<file path="src/rtl/lnk_sup_pkg.sv">
package lnk_sup_pkg;

   typedef enum logic [1:0] {
      ST_IDLE = 2'd0,
      ST_PHY  = 2'd1,
      ST_RXS  = 2'd2,
      ST_UP   = 2'd3
   } lnk_st_e;

   // bit positions inside the SYNC flag field
   localparam int unsigned FLG_PHY = 0;
   localparam int unsigned FLG_RX  = 1;
   localparam int unsigned FLG_UP  = 2;
   localparam int unsigned FLG_W   = 3;

   // power-on values for the run-time settings
   localparam int unsigned DEF_RESEND_MS  = 107;
   localparam int unsigned DEF_SYNC_TO_MS = 2000;
   localparam int unsigned DEF_TIME_TO_MS = 3000;
   localparam int unsigned DEF_ERR_STEP   = 10;
   localparam int unsigned DEF_ERR_THRESH = 99;

endpackage

</file>
<file path="src/rtl/lnk_tick_cnt.sv">
module lnk_tick_cnt #(
   parameter int W   = 16,
   parameter bit SAT = 1'b1
) (
   input  logic         clk,
   input  logic         rst_n,
   input  logic         clr,
   input  logic         tick,
   output logic [W-1:0] cnt
);
   localparam logic [W-1:0] ONE = W'(1);

   if (W < 2) begin : g_w_bad
      $error("lnk_tick_cnt: W must be at least 2");
   end

   if (SAT) begin : g_sat
      always_ff @(posedge clk or negedge rst_n) begin
         if (!rst_n)                   cnt <= '0;
         else if (clr)                 cnt <= '0;
         else if (tick && cnt != '1)   cnt <= cnt + ONE;
      end
   end else begin : g_wrap
      always_ff @(posedge clk or negedge rst_n) begin
         if (!rst_n)    cnt <= '0;
         else if (clr)  cnt <= '0;
         else if (tick) cnt <= cnt + ONE;
      end
   end
endmodule

</file>
<file path="src/rtl/lnk_err_bucket.sv">
module lnk_err_bucket #(
   parameter int EW = 16,
   parameter int SW = 8
) (
   input  logic          clk,
   input  logic          rst_n,
   input  logic          clr,
   input  logic          bad_pkt,
   input  logic          good_pkt,
   input  logic [SW-1:0] step,
   input  logic [EW-1:0] thresh,
   output logic          over
);
   localparam logic [EW-1:0] ONE = EW'(1);

   if (SW > EW) begin : g_w_bad
      $error("lnk_err_bucket: SW must not exceed EW");
   end

   logic [EW-1:0] lvl_q;
   logic [EW:0]   sum;

   assign sum  = {1'b0, lvl_q} + {{(EW + 1 - SW){1'b0}}, step};
   assign over = lvl_q > thresh;

   always_ff @(posedge clk or negedge rst_n) begin
      if (!rst_n)                        lvl_q <= '0;
      else if (clr)                      lvl_q <= '0;
      else if (bad_pkt)                  lvl_q <= sum[EW] ? '1 : sum[EW-1:0];
      else if (good_pkt && lvl_q != '0)  lvl_q <= lvl_q - ONE;
   end


   no_wrap_chk: assert property (@(posedge clk) disable iff (!rst_n)
      (bad_pkt && !clr) |=> (lvl_q >= $past(lvl_q)));
endmodule

</file>
<file path="src/rtl/lnk_rst_ctrl.sv">
module lnk_rst_ctrl #(
   parameter int RST_CYC = 16,
   parameter int CW      = 32
) (
   input  logic          clk,
   input  logic          rst_n,
   input  logic          auto_trig,
   input  logic          osh_in,
   input  logic          man_rst,
   input  logic          stat_clr,
   output logic          pulse_act,
   output logic          rst_o,
   output logic [CW-1:0] rst_cnt
);
   localparam int            PW     = $clog2(RST_CYC + 1);
   localparam logic [PW-1:0] P_LEN  = PW'(RST_CYC);
   localparam logic [PW-1:0] P_ONE  = PW'(1);
   localparam logic [CW-1:0] C_ONE  = CW'(1);

   if (RST_CYC < 2) begin : g_len_bad
      $error("lnk_rst_ctrl: RST_CYC must be at least 2");
   end

   logic          osh_q;
   logic [PW-1:0] pc_q;
   logic          start;

   assign pulse_act = pc_q != '0;
   assign start     = !pulse_act && (auto_trig || (osh_in && !osh_q));
   assign rst_o     = pulse_act || man_rst;

   always_ff @(posedge clk or negedge rst_n) begin
      if (!rst_n) begin
         osh_q   <= 1'b0;
         pc_q    <= '0;
         rst_cnt <= '0;
      end else begin
         osh_q <= osh_in;
         if (start)          pc_q <= P_LEN;
         else if (pulse_act) pc_q <= pc_q - P_ONE;
         if (stat_clr)       rst_cnt <= '0;
         else if (start)     rst_cnt <= rst_cnt + C_ONE;
      end
   end

   // length of the last pulse, for the checks below
   logic [PW-1:0] hl_q;
   always_ff @(posedge clk or negedge rst_n) begin
      if (!rst_n)         hl_q <= '0;
      else if (pulse_act) hl_q <= hl_q + P_ONE;
      else                hl_q <= '0;
   end


   pulse_len_chk: assert property (@(posedge clk) disable iff (!rst_n)
      $fell(pulse_act) |-> (hl_q == P_LEN));


   cnt_clr_chk: assert property (@(posedge clk) disable iff (!rst_n)
      stat_clr |=> (rst_cnt == '0));
endmodule

</file>
<file path="src/rtl/lnk_health_sup.sv">
module lnk_health_sup
   import lnk_sup_pkg::*;
#(
   parameter int TW      = 16,
   parameter int EW      = 16,
   parameter int SW      = 8,
   parameter int CW      = 32,
   parameter int RST_CYC = 16
) (
   input  logic          clk,
   input  logic          rst_n,
   input  logic          ena,
   input  logic          phy_sync,
   input  logic          sync_rx_stb,
   input  logic [2:0]    sync_rx_flags,
   input  logic          time_rx_stb,
   input  logic          pkt_good,
   input  logic          pkt_bad,
   input  logic          ms_tick,
   input  logic [TW-1:0] resend_ms,
   input  logic [TW-1:0] sync_to_ms,
   input  logic [TW-1:0] time_to_ms,
   input  logic [SW-1:0] err_step,
   input  logic [EW-1:0] err_thresh,
   input  logic          auto_rst_en,
   input  logic          man_rst,
   input  logic          oneshot_rst,
   input  logic          stat_clr,
   output logic          sync_req,
   output logic [2:0]    sync_flags,
   output logic          link_ok,
   output logic          remote_link_ok,
   output logic          time_valid,
   output logic          phy_rst,
   output logic [CW-1:0] phy_rst_cnt,
   output logic [31:0]   state_ms
);
   localparam logic [TW:0] T_ONE = (TW + 1)'(1);

   lnk_st_e       st_q, st_d;
   logic [TW-1:0] resend_cnt, sync_age, time_age;
   logic          bad, pulse_act, hold_idle, handshaking, in_link;
   logic          sync_to_hit, fire, auto_trig, frame_ok, frame_lost;

   assign handshaking = (st_q == ST_PHY) || (st_q == ST_RXS);
   assign in_link     = (st_q == ST_RXS) || (st_q == ST_UP);
   assign sync_to_hit = in_link && (sync_age >= sync_to_ms);
   assign hold_idle   = !ena || pulse_act || man_rst || !phy_sync;
   assign frame_ok    = sync_rx_stb && sync_rx_flags[FLG_PHY];
   assign frame_lost  = sync_rx_stb && !sync_rx_flags[FLG_PHY];
   assign fire        = ena && ms_tick && handshaking &&
                        (({1'b0, resend_cnt} + T_ONE) >= {1'b0, resend_ms});
   assign auto_trig   = auto_rst_en && (bad || (st_q != ST_IDLE && !phy_sync));

   // stage sequencing
   always_comb begin
      st_d = st_q;
      if (hold_idle) st_d = ST_IDLE;
      else begin
         unique case (st_q)
            ST_IDLE: st_d = ST_PHY;
            ST_PHY:  if (frame_ok) st_d = ST_RXS;
            ST_RXS:  if (sync_to_hit || frame_lost) st_d = ST_PHY;
                     else if (sync_rx_stb && sync_rx_flags[FLG_RX]) st_d = ST_UP;
            ST_UP:   if (sync_to_hit || frame_lost) st_d = ST_PHY;
            default: st_d = ST_IDLE;
         endcase
      end
   end

   always_ff @(posedge clk or negedge rst_n) begin
      if (!rst_n) begin
         st_q           <= ST_IDLE;
         sync_req       <= 1'b0;
         remote_link_ok <= 1'b0;
         time_valid     <= 1'b0;
      end else begin
         st_q     <= st_d;
         sync_req <= fire;

         if (st_q == ST_IDLE || sync_to_hit) remote_link_ok <= 1'b0;
         else if (sync_rx_stb)               remote_link_ok <= sync_rx_flags[FLG_UP];

         if (st_q != ST_UP)                  time_valid <= 1'b0;
         else if (time_rx_stb)               time_valid <= 1'b1;
         else if (time_age >= time_to_ms)    time_valid <= 1'b0;
      end
   end

   // resend period, R3 receive age, R5 time age, R11 stage time
   lnk_tick_cnt #(.W(TW), .SAT(1'b1)) u_resend (
      .clk(clk), .rst_n(rst_n), .clr(!handshaking || fire),
      .tick(ms_tick), .cnt(resend_cnt));

   lnk_tick_cnt #(.W(TW), .SAT(1'b1)) u_sync_age (
      .clk(clk), .rst_n(rst_n),
      .clr(st_q == ST_IDLE || sync_rx_stb || pkt_good || sync_to_hit),
      .tick(ms_tick), .cnt(sync_age));

   lnk_tick_cnt #(.W(TW), .SAT(1'b1)) u_time_age (
      .clk(clk), .rst_n(rst_n), .clr(st_q != ST_UP || time_rx_stb),
      .tick(ms_tick), .cnt(time_age));

   lnk_tick_cnt #(.W(32), .SAT(1'b1)) u_state_ms (
      .clk(clk), .rst_n(rst_n), .clr(st_d != st_q),
      .tick(ms_tick), .cnt(state_ms));


   lnk_err_bucket #(.EW(EW), .SW(SW)) u_bucket (
      .clk(clk), .rst_n(rst_n), .clr(pulse_act),
      .bad_pkt(pkt_bad), .good_pkt(pkt_good),
      .step(err_step), .thresh(err_thresh), .over(bad));


   lnk_rst_ctrl #(.RST_CYC(RST_CYC), .CW(CW)) u_rst (
      .clk(clk), .rst_n(rst_n), .auto_trig(auto_trig),
      .osh_in(oneshot_rst), .man_rst(man_rst), .stat_clr(stat_clr),
      .pulse_act(pulse_act), .rst_o(phy_rst), .rst_cnt(phy_rst_cnt));

   assign sync_flags[FLG_PHY] = st_q != ST_IDLE;
   assign sync_flags[FLG_RX]  = in_link;
   assign sync_flags[FLG_UP]  = st_q == ST_UP;
   assign link_ok             = (st_q == ST_UP) && !bad;


   stage_order_chk: assert property (@(posedge clk) disable iff (!rst_n)
      (st_q == ST_UP) |-> ($past(st_q) == ST_RXS || $past(st_q) == ST_UP));


   ena_low_chk: assert property (@(posedge clk) disable iff (!rst_n)
      !ena |=> (st_q == ST_IDLE && !sync_req));


   man_hold_chk: assert property (@(posedge clk) disable iff (!rst_n)
      man_rst |=> (st_q == ST_IDLE));
endmodule

</file>
<file path="config.mk">
export PLATFORM = sky130hd
export DESIGN_NAME = lnk_health_sup
export DESIGN_NICKNAME = d
export VERILOG_FILES = /design/src/rtl/lnk_sup_pkg.sv /design/src/rtl/lnk_tick_cnt.sv /design/src/rtl/lnk_err_bucket.sv /design/src/rtl/lnk_rst_ctrl.sv /design/src/rtl/lnk_health_sup.sv
export SDC_FILE = /design/constraint.sdc
export NUM_CORES = 1
export LEC_CHECK = 0
export ABC_AREA = 1
export CORE_ASPECT_RATIO = 0.7
export CORE_UTILIZATION = 60
export CTS_CLUSTER_DIAMETER = 50
export CTS_CLUSTER_SIZE = 10
export DETAILED_ROUTE_END_ITERATION = 12
export DONT_BUFFER_PORTS = 1
export PLACE_DENSITY = 0.75
export SYNTH_ARGS = -nofsm -noshare
export SYNTH_HDL_FRONTEND = slang
export SYNTH_SLANG_ARGS = --single-unit
export TNS_END_PERCENT = 20
</file>
<file path="constraint.sdc">
create_clock -name clk -period 3.8 [get_ports clk]
set_clock_uncertainty 0.1 [all_clocks]
set_input_delay 0.19 -clock clk [delete_from_list [all_inputs] [get_ports clk]]
set_output_delay 0.19 -clock clk [all_outputs]
set_load 0.1 [all_outputs]
</file>
== Word level (Yosys, flattened, before mapping) ==
Cells that the tools add are included.

* Muxes and demuxes: 27
* Reduce and logical (&&, ||, !) cells: 52
* Magnitude comparators: 4
* Add/subtract/negate cells: 9
* Equality and inequality tests: 9

{| class="wikitable"
|+ Operators by type and width
! operator !! number
|-
| 16-bit two-way mux || 10
|-
| 32-bit two-way mux || 4
|-
| 32-bit by 1-bit adder with 32-bit output, second input constant || 2
|-
| 16-bit by 1-bit adder with 16-bit output, second input constant || 3
|-
| 16-bit != test, second input constant || 3
|-
| 16-bit greater-or-equal comparator || 2
|-
| 32-bit != test, second input constant || 1
|-
| 16-bit by 1-bit adder with 17-bit output, second input constant || 1
|-
| 16-bit by 8-bit adder with 17-bit output || 1
|-
| 17-bit by 16-bit greater-or-equal comparator with 1-bit output || 1
|-
| 1-bit logical AND || 17
|-
| 16-bit greater-than comparator || 1
|-
| 16-bit nonzero test || 1
|-
| 2-bit nonzero test || 8
|-
| 16-bit by 1-bit subtractor with 16-bit output, second input constant || 1
|-
| 1-bit logical OR || 15
|-
| 2-bit two-way mux || 5
|-
| 5-bit two-way mux || 2
|-
| 2-bit one-hot mux with 4 select lines || 1
|-
| 1-bit zero test || 7
|-
| 3-bit nonzero test || 2
|-
| 1-bit two-way mux || 5
|-
| 5-bit nonzero test || 1
|-
| 5-bit by 1-bit subtractor with 5-bit output, second input constant || 1
|-
| 5 further kinds || 6
|}

* Input port bits: 88
* Logic and storage cells: 113
* Output and inout bits: 72
* Bits in registers: 139

== Logic depth before layout (Yosys ltp) ==
Gate-level depths: netlist (run 1).

* Depth in word-level cells: 9
* Mapped depth: 20
* Depth with buffers taken out: 19

== Hierarchy ==
A second synthesis (run 1) with hierarchy kept.

* Cell total of the unflattened synthesis: 1760
* Area, all modules: 11933.9 µm²

{| class="wikitable"
|+ Modules (own cells, without submodules)
! module !! instances !! area an instance (µm²) !! cells each !! seq. area each (µm²)
|-
| lnk_tick_cnt at u_resend ... || 3 || 1037.2 || 144 || 400.4
|-
| lnk_rst_ctrl || 1 || 2326.0 || 321 || 950.9
|-
| lnk_err_bucket || 1 || 2255.9 || 347 || 400.4
|-
| lnk_tick_cnt at u_state_ms || 1 || 2243.4 || 345 || 800.8
|-
| lnk_health_sup || 1 || 1996.9 || 315 || 125.1
|}

== Least setup slack after synthesis (run 1) ==
Ideal clock, no wire load.

* Path kind: register to output
* Start point: register st_q[0]
* End point: output link_ok
* Setup slack: 0.604 ns
* Cell stages (with the launch flop): 4
* Path buffers: 0
* Data arrival time: 2.906 ns
* Required time: 3.510 ns
* Path through: dfrtp_1 > ha_1 > inv_1 > a21oi_1

* Word-level cells in the longest chain between the ends: 2

{| class="wikitable"
|+ Ends and longest elaborated chain
! what !! RTL line !! text
|-
| start, declared || lnk_health_sup.sv:40 || <nowiki>lnk_st_e st_q, st_d;</nowiki>
|-
| start signal, assigned || lnk_health_sup.sv:78 || <nowiki>st_q <= st_d;</nowiki>
|-
| 2-bit == test || n/a ||
|-
| named net sync_flags[2] || lnk_health_sup.sv:30 || <nowiki>output logic [2:0] sync_flags,</nowiki>
|-
| 1-bit logical AND || lnk_health_sup.sv:123 || <nowiki>assign link_ok = (st_q == ST_UP) && !bad;</nowiki>
|-
| end, declared || lnk_health_sup.sv:31 || <nowiki>output logic link_ok,</nowiki>
|}

The timed path passes the listed nets, and every way through them passes these cells.

== Worst setup path after layout (run 1) ==
* Start point: register u_resend.cnt[2]
* End point: register u_resend.cnt[2]

* Word-level cells in the longest chain between the ends: 5
* Elaborated cells on any way between the ends: 10
* Classes of those cells: add/sub: 2; order compare: 1; eq/ne: 1; mux: 2; reduce/logical: 4

{| class="wikitable"
|+ Ends and longest elaborated chain
! what !! RTL line !! text
|-
| start, declared || lnk_tick_cnt.sv:9 || <nowiki>output logic [W-1:0] cnt</nowiki>
|-
| start signal, assigned || lnk_tick_cnt.sv:21 || <nowiki>else if (tick && cnt != '1) cnt <= cnt + ONE;</nowiki>
|-
| 16-bit by 1-bit adder with 17-bit output || lnk_health_sup.sv:52 || <nowiki>(({1'b0, resend_cnt} + T_ONE) >= {1'b0, resend_ms});</nowiki>
|-
| 17-bit by 16-bit greater-or-equal comparator with 1-bit output || lnk_health_sup.sv:52 ||
|-
| 1-bit logical AND || lnk_health_sup.sv:51 || <nowiki>assign fire = ena && ms_tick && handshaking &&</nowiki>
|-
| 1-bit logical OR || lnk_health_sup.sv:92 || <nowiki>.clk(clk), .rst_n(rst_n), .clr(!handshaking || fire),</nowiki>
|-
| 16-bit two-way mux or 2-bit nonzero test (tied branches) || n/a ||
|}

Parallel ways exist; a longest one is shown, timed or not. The select of a mux whose other input is x is not followed.
A chain may end at the register's enable or synchronous reset.

==> results of run 1 <==
[where the power goes]
part	switching (uW)	leakage (uW)	internal, uW
sequential	95.4	0.00192	1580
clock	666	0.000304	1120
combinational	1020	0.00370	430
[per-stage QoR]
stage / total power [uW] / std cells
global route: 5150 / 1819
detailed placement: 3080 / 1778
floorplan: 2820 / 1510
global placement: 3040 / 1778
CTS: 4920 / 1818
finish: 4910 / 1819
[path summary, 6_finish.rpt]
kind | start | to | slack [ns]
setup / recovery | u_resend.cnt[2]$_DFFE_PN0P_ | u_resend.cnt[2]$_DFFE_PN0P_ | 0.53
max in group asynchronous | rst_n | u_bucket.lvl_q[9]$_DFFE_PN0P_ | 2.73
hold reg to reg | u_rst.pc_q[3]$_DFFE_PN0P_ | u_rst.pc_q[3]$_DFFE_PN0P_ | 0.38
setup reg to reg | u_resend.cnt[2]$_DFFE_PN0P_ | u_resend.cnt[2]$_DFFE_PN0P_ | 0.53
hold / removal | ena | st_q[1]$_DFF_PN0_ | 0.01
min in group asynchronous | rst_n | u_sync_age.cnt[5]$_DFFE_PN0P_ | 0.28
[registers in the layout, indices dropped and copies added (netlist names)]
signal and cells:
remote_link_ok 1, st_q 2, sync_req 1, time_valid 1, u_bucket.lvl_q 16, u_resend.cnt 16, u_rst.osh_q 1, u_rst.pc_q 5
u_rst.rst_cnt 32, u_state_ms.cnt 32, u_sync_age.cnt 16, u_time_age.cnt 16
[what timing repair did]
item                      in CTS  in global routing
gates resized for setup        0                  0
hold buffers                   8                  0
hold endpoints to repair     175                  0
[final cells by class]
cell class	instances	area (sq um)
inverters	231	867
repair buffers	80	638
flip-flops and latches	139	3480
multi-input cells	1105	6220
fillers	1493	5190
diodes	1	2.50
well taps	231	289
clock inverters	13	189
clock buffers	19	443
[synthesized netlist by cell type (all sizes together)]
library cell,instances,share of area
a211oi,1,0.00070
a21o,2,0.0014
a21oi,61,0.029
a22oi,1,0.00070
a311oi,1,0.00082
a31oi,3,0.0017
buf,26,0.014
clkbuf,9,0.0031
dfrtp,139,0.32
fa,1,0.0019
ha,83,0.097
inv,231,0.081
mux2i,1,0.00093
nand2,333,0.12
nand3,124,0.060
nand3b,10,0.0070
nand4,36,0.022
nor2,190,0.071
nor3,54,0.028
nor3b,3,0.0021
nor4,19,0.016
o2111ai,1,0.00082
o211ai,3,0.0026
o21a,1,0.00070
o21ai,79,0.037
o221ai,1,0.00082
o31ai,4,0.0028
or2,3,0.0017
xnor2,18,0.015
xor2,72,0.059
[worst register-to-register path, cell delays in order, from the launching register on]
cell      delay [ns]
dfrtp_1         0.45
nand3_1         0.15
nor3b_1         0.37
nand3_1         0.21
nor2_1          0.22
inv_1           0.09
o21ai_0         0.17
inv_1           0.11
ha_1            0.31
nand2_1         0.05
nor2_1          0.09
nand4_1         0.13
nand3b_1        0.18
nand3_1         0.13
nand2_2         0.08
nand2_4         0.21
nor2_1          0.09
[cell families (layout without fill, tap and decap cells)]
group | Yosys count | count (layout) | share of synthesized area
simple gates | 772 | 772 | 0.327
buf+inv | 266 | 343 | 0.0978
compound gates | 158 | 158 | 0.0789
flops | 139 | 139 | 0.324
xor+xnor | 90 | 90 | 0.0734
fa+ha+maj | 84 | 84 | 0.0985
mux | 1 | 1 | 0.000932
other cells | 0 | 1 | 0
[layer usage]
layer	wire, microns	vias up
met3	2160	39
met1	13100	4682
met2	11800	378
met5	0	-
met4	412	0
li1	-	5023
==> impl_metrics.ini, run 1 <==
[grt]
grt_util_all_layers = 0.312
antenna_found_initial = 1
gr-max-usage-layer = met2
grt_pass1_vias = 9397
use_met2 = 0.465
grt_pass1_wl_microns = 46100
grt_util_met3 = 0.0713
grt_max_degree = 140
met1_usage = 0.454
grt_overflow = 0

[worst_setup_path]
critPathMaxStageDelay_ns = 0.45
arrival_ns = 3.46
crit_chain = nand3_1, nor3b_1, nand3_1, nor2_1, inv_1, o21ai_0, inv_1, ha_1, nand2_1, nor2_1, nand4_1, nand3b_1, nand3_1, nand2_2, nand2_4, nor2_1
rr_worst_depth = 16
critPathBufInv = 2
crit_family = simple AND/OR/NAND/NOR gates
setup.worst_path.end_class = flip-flop
crit_type = flip-flop to flip-flop
worstPathMaxFanout = 16
cp-start-kind = flip-flop
crit_cells = 16
worst_ep_required_time_ns = 3.99
cp_slowest_cell = dfrtp_1

[sta]
fin_ws_ns = 0.529
max_freq_ghz = 0.306
hold_viol = 0
rsz0062_at_grt = false
slew_violations = 0
finalCriticalPeriod_ns = 3.27
fin_setup_tns_ns = 0
slew_headroom = 0.279
tightest_slew_ns = 1.08
finalSetupViolations = 0
period_share = 0.861
worst_hold_slack_ns = 0.0124

[detailed_routing]
viasPerCell = 5.56
wl_microns = 27500
routed-via-count = 10100
detail_route.wl_per_cell_microns = 15.1
drcViolationCount = 0
first_pass_iters = 6
ant_nets = 0
drt_first_iter_violations = 999

[synth]
syn_area_per_cell_sq_um = 7.12
ys_seq_area_frac = 0.324
netlist_area_sq_um = 10700
synth.net_count = 1682
synthCells = 1510
synth.distinct_cells = 49
ys_warn_count = 0
ys_seq_elements = 139

[placed_design]
dp_hpwl_microns = 20500
pre_cts_ws_ns = 0.628
place_congestion = 0.947
dpl_cell_area_sq_um = 11400
port_buffers = 0

[clock_tree]
path_clk_slew_ns = 0.06
cts_max_path_buffers = 2
htree_levels = 4
cts_tree = done
numCtsBuffers = 17
clk_latency_ns = 0.42
cts.sinks = 139
cts_post_setup_buffers_inserted = 0
cts_root_buffer = clkbuf_16

[pwr]
ir_drop_mv = 0.232
p_per_area_nw_per_um2 = 404
leakagePower_uw = 0.00592

[job]
maxCapViolations = 0

[floorplan]
die-width_microns = 162
initial_core_util = 0.621
ioPinCount = 160
row_count = 40
coreArea_sq_um = 17300
fp.dieArea_sq_um = 18500
die_h_microns = 114

[finish]
final_common_cell = nand2_1
drive_gt1_frac = 0.0996
final_util = 0.700
fin_nets = 1746
mostFrequentLayoutCells = 325 x nand2_1, 225 x inv_1, 172 x nor2_1
area_growth_pct = 12.9
stdcell_area_sq_um = 12100

[min_path]
hp-class = primary input to flip-flop
holdPathStages = 4

[status]
outcome = complete, no violations
(Power assumes the default switching activity.)
==> inputs of run 2 (changes only) <==
--- a/config.mk
+++ b/config.mk
@@ -5,7 +5,7 @@
 export SDC_FILE = /design/constraint.sdc
 export NUM_CORES = 1
 export LEC_CHECK = 0
-export ABC_AREA = 1
+export ABC_AREA = 0
 export CORE_ASPECT_RATIO = 0.7
 export CORE_UTILIZATION = 60
 export CTS_CLUSTER_DIAMETER = 50
==> run 2 against run 1 <==
Sequential share of layout area is 1.7 points higher. Final cell count is 19% lower. Global-route usage fell by 1.1 points. Non-clock buffer count up 18. Register-to-register slack lost 0.18 ns. Critical endpoint is now u_resend.cnt[14]$_DFFE_PN0P_. Setup slack worse by 0.18 ns. Critical path depth did not move. Via count down 14%. Largest power group is now sequential cells. Highest routed layer unchanged. Clock power is 9% lower.
==> impl_metrics.ini, run 2 <==
[clock_tree]
numCtsBuffers = 17
cts_max_path_buffers = 2
clk_latency_ns = 0.42
htree_levels = 4
cts_tree = done
cts_root_buffer = clkbuf_16
path_clk_slew_ns = 0.06
cts.sinks = 139

[synth]
synth-main-ff-cell = dfrtp_1
synth_compound_area_frac = 0.149
synth-edff-count = 0
synthDominantCellAreaShare = 0.351
synth_common_cells = 152 x nor2_1, 139 x dfrtp_1, 103 x inv_1
synth_top_family_by_area = simple AND/OR/NAND/NOR gates
ys_seq_area_frac = 0.351
ys_seq_elements = 139
ys_warn_count = 0
synthAdderAreaFrac = 0.107
synth.most_common_cell = nor2_1
synthCells = 1162
synth.distinct_cells = 84
syn_area_per_cell_sq_um = 8.54
synth_xor_area_frac = 0.0954
muxShareOfSynthArea = 0.00732
synth.net_count = 1334
yosys.area_share.simple = 0.238
yosys.area.top_type = dfrtp_1
synth-async-reset-ratio = 1.00
netlist_area_sq_um = 9920
synth.area.top_cells = dfrtp_1 35%, ha_1 10%, nor2_1 5.8%

[sta]
slew_headroom = 0.268
rsz0062_at_grt = false
tightest_slew_ns = 1.10
worst_hold_slack_ns = 0.0411
finalCriticalPeriod_ns = 3.45
slew_violations = 0
period_share = 0.908
hold_viol = 0
fin_ws_ns = 0.348
max_freq_ghz = 0.290
finalSetupViolations = 0

[finish]
area_growth_pct = 15.4
stdcell_area_sq_um = 11400
antenna_cells = 0
drive_gt1_frac = 0.110
multi_input_area_sq_um = 5920
fill_cells = 1266
fin_nets = 1418
mostFrequentLayoutCells = 151 x nor2_1, 139 x dfrtp_1, 103 x inv_1
regArea_sq_um = 3480
reg_top3 = u_rst.rst_cnt: 32 flops, u_state_ms.cnt: 32 flops
final_common_cell = nor2_1

[pwr]
leakagePower_uw = 0.00529
p_per_area_nw_per_um2 = 397
switching_share = 0.361
switching_power_uw = 1640
comb_power_share = 0.279
p_int_uw = 2900
ir_drop_mv = 0.269
clkPwrFrac = 0.356
p_seq_frac = 0.365

[grt]
antenna_found_initial = 0
grt_overflow = 0
grt_util_all_layers = 0.301
grt_pass1_vias = 8132
grt_max_degree = 140
grt_pass1_wl_microns = 40300

[worst_setup_path]
crit_family = simple AND/OR/NAND/NOR gates
critPathMaxStageDelay_ns = 0.43
cp-start-kind = flip-flop
worstPathMaxFanout = 16
worst_ep_required_time_ns = 4.04
setup.worst_path.start = u_resend.cnt[1]$_DFFE_PN0P_
crit-reg2reg-launch = u_resend.cnt[1]$_DFFE_PN0P_
arrival_ns = 3.69
crit_top_cell = ha_1
cp_slowest_cell = a2111oi_1
crit_chain = ha_1, nand3_1, or2_0, nor2_1, and3_1, buf_4, xor2_1, ha_1, a21oi_1, nor2b_1, o21ai_0, o211ai_1, a2111oi_1, nor2_2, buf_12, nor3_1
critPathBufInv = 2
setup.worst_path.end_class = flip-flop
crit_type = flip-flop to flip-flop

[detailed_routing]
viasPerCell = 5.89
wl_microns = 24800
first_pass_iters = 5
drt_first_iter_violations = 737
drcViolationCount = 0
routed-via-count = 8713
detail_route.wl_per_cell_microns = 16.8
ant_nets = 0

[floorplan]
ioPinCount = 160
row_count = 38
die-width_microns = 156
die_h_microns = 110
fp.dieArea_sq_um = 17100
coreArea_sq_um = 15800
initial_core_util = 0.627

[min_path]
hp-class = primary input to flip-flop
hold_start = pkt_bad

[placed_design]
dpl_cell_area_sq_um = 10700
dp_hpwl_microns = 17800
port_buffers = 0
place_congestion = 0.926
pre_cts_ws_ns = -0.136

[job]
maxCapViolations = 0

[status]
outcome = complete, no violations
[run 2: area by class of cell]
type,instances,share of cell area
Multi-Input combinational cell,886,0.517
Sequential cell,139,0.304
Timing Repair Buffer,98,0.0717
Clock buffer,19,0.0378
Inverter,104,0.0341
Tap cell,220,0.0240
Clock inverter,13,0.0116
[run 2: repair_timing]
action / 4_1_cts / 5_1_grt
endpoints found under the setup margin: 16 / 16
setup buffers: 0 / 1
gates resized for setup: 1 / 1
hold buffers: 18 / 0
hold endpoints to repair: 199 / 0
pin swaps: 0 / 1
[run 2: worst register-to-register path: stages, from the launching register on]
cell       delay (ns)
dfrtp_1          0.37
ha_1             0.21
nand3_1          0.12
or2_0            0.28
nor2_1           0.17
and3_1           0.22
buf_4            0.13
xor2_1           0.14
ha_1             0.26
a21oi_1          0.14
nor2b_1          0.06
o21ai_0          0.16
o211ai_1         0.15
a2111oi_1        0.43
nor2_2           0.09
buf_12           0.17
nor3_1           0.18
[run 2: final timing paths]
path / end / slack [ns] / cells past startpoint
setup / recovery: u_resend.cnt[14]$_DFFE_PN0P_ / 0.35 / 16
hold / removal: u_bucket.lvl_q[7]$_DFFE_PN0P_ / 0.04 / 3
setup reg to reg: u_resend.cnt[14]$_DFFE_PN0P_ / 0.35 / 16
hold reg to reg: u_rst.pc_q[3]$_DFFE_PN0P_ / 0.42 / 1
max in group asynchronous: u_rst.rst_cnt[30]$_DFFE_PN0P_ / 2.63 / 2
min in group asynchronous: u_resend.cnt[2]$_DFFE_PN0P_ / 0.20 / 2
[run 2: routing by layer]
layer	track usage	part of all wire	routed length [microns]
met5	0	0	0
met4	0.0756	0.015	382
met3	0.0745	0.070	1730
met2	0.452	0.43	10800
met1	0.433	0.48	11900
[run 2: power by group through the flow]
stage               sequential, uW  combinational, uW  clock [uW]
finish                        1660               1270        1620
floorplan                     1900                723           0
global route                  1670               1380        1700
global placement              1680               1150           0
detailed placement            1680               1180           0
CTS                           1660               1250        1640
[run 2: cell families after synthesis]
logic type,after synthesis
compound gates,219
xor+xnor,108
fa+ha+maj,84
buf+inv,137
flops,139
mux,7
simple gates,468
[run 2: stage by stage]
stage          power, uW  setup TNS [ns]  utilization  std cells
2_1_floorplan       2620               0            -       1162
5_1_grt             4750               0        0.723       1479
3_3_place_gp        2830               0        0.673       1428
3_5_place_dp        2860           -1.47        0.673       1428
4_1_cts             4540               0        0.722       1478
6_report            4540               0        0.723       1479
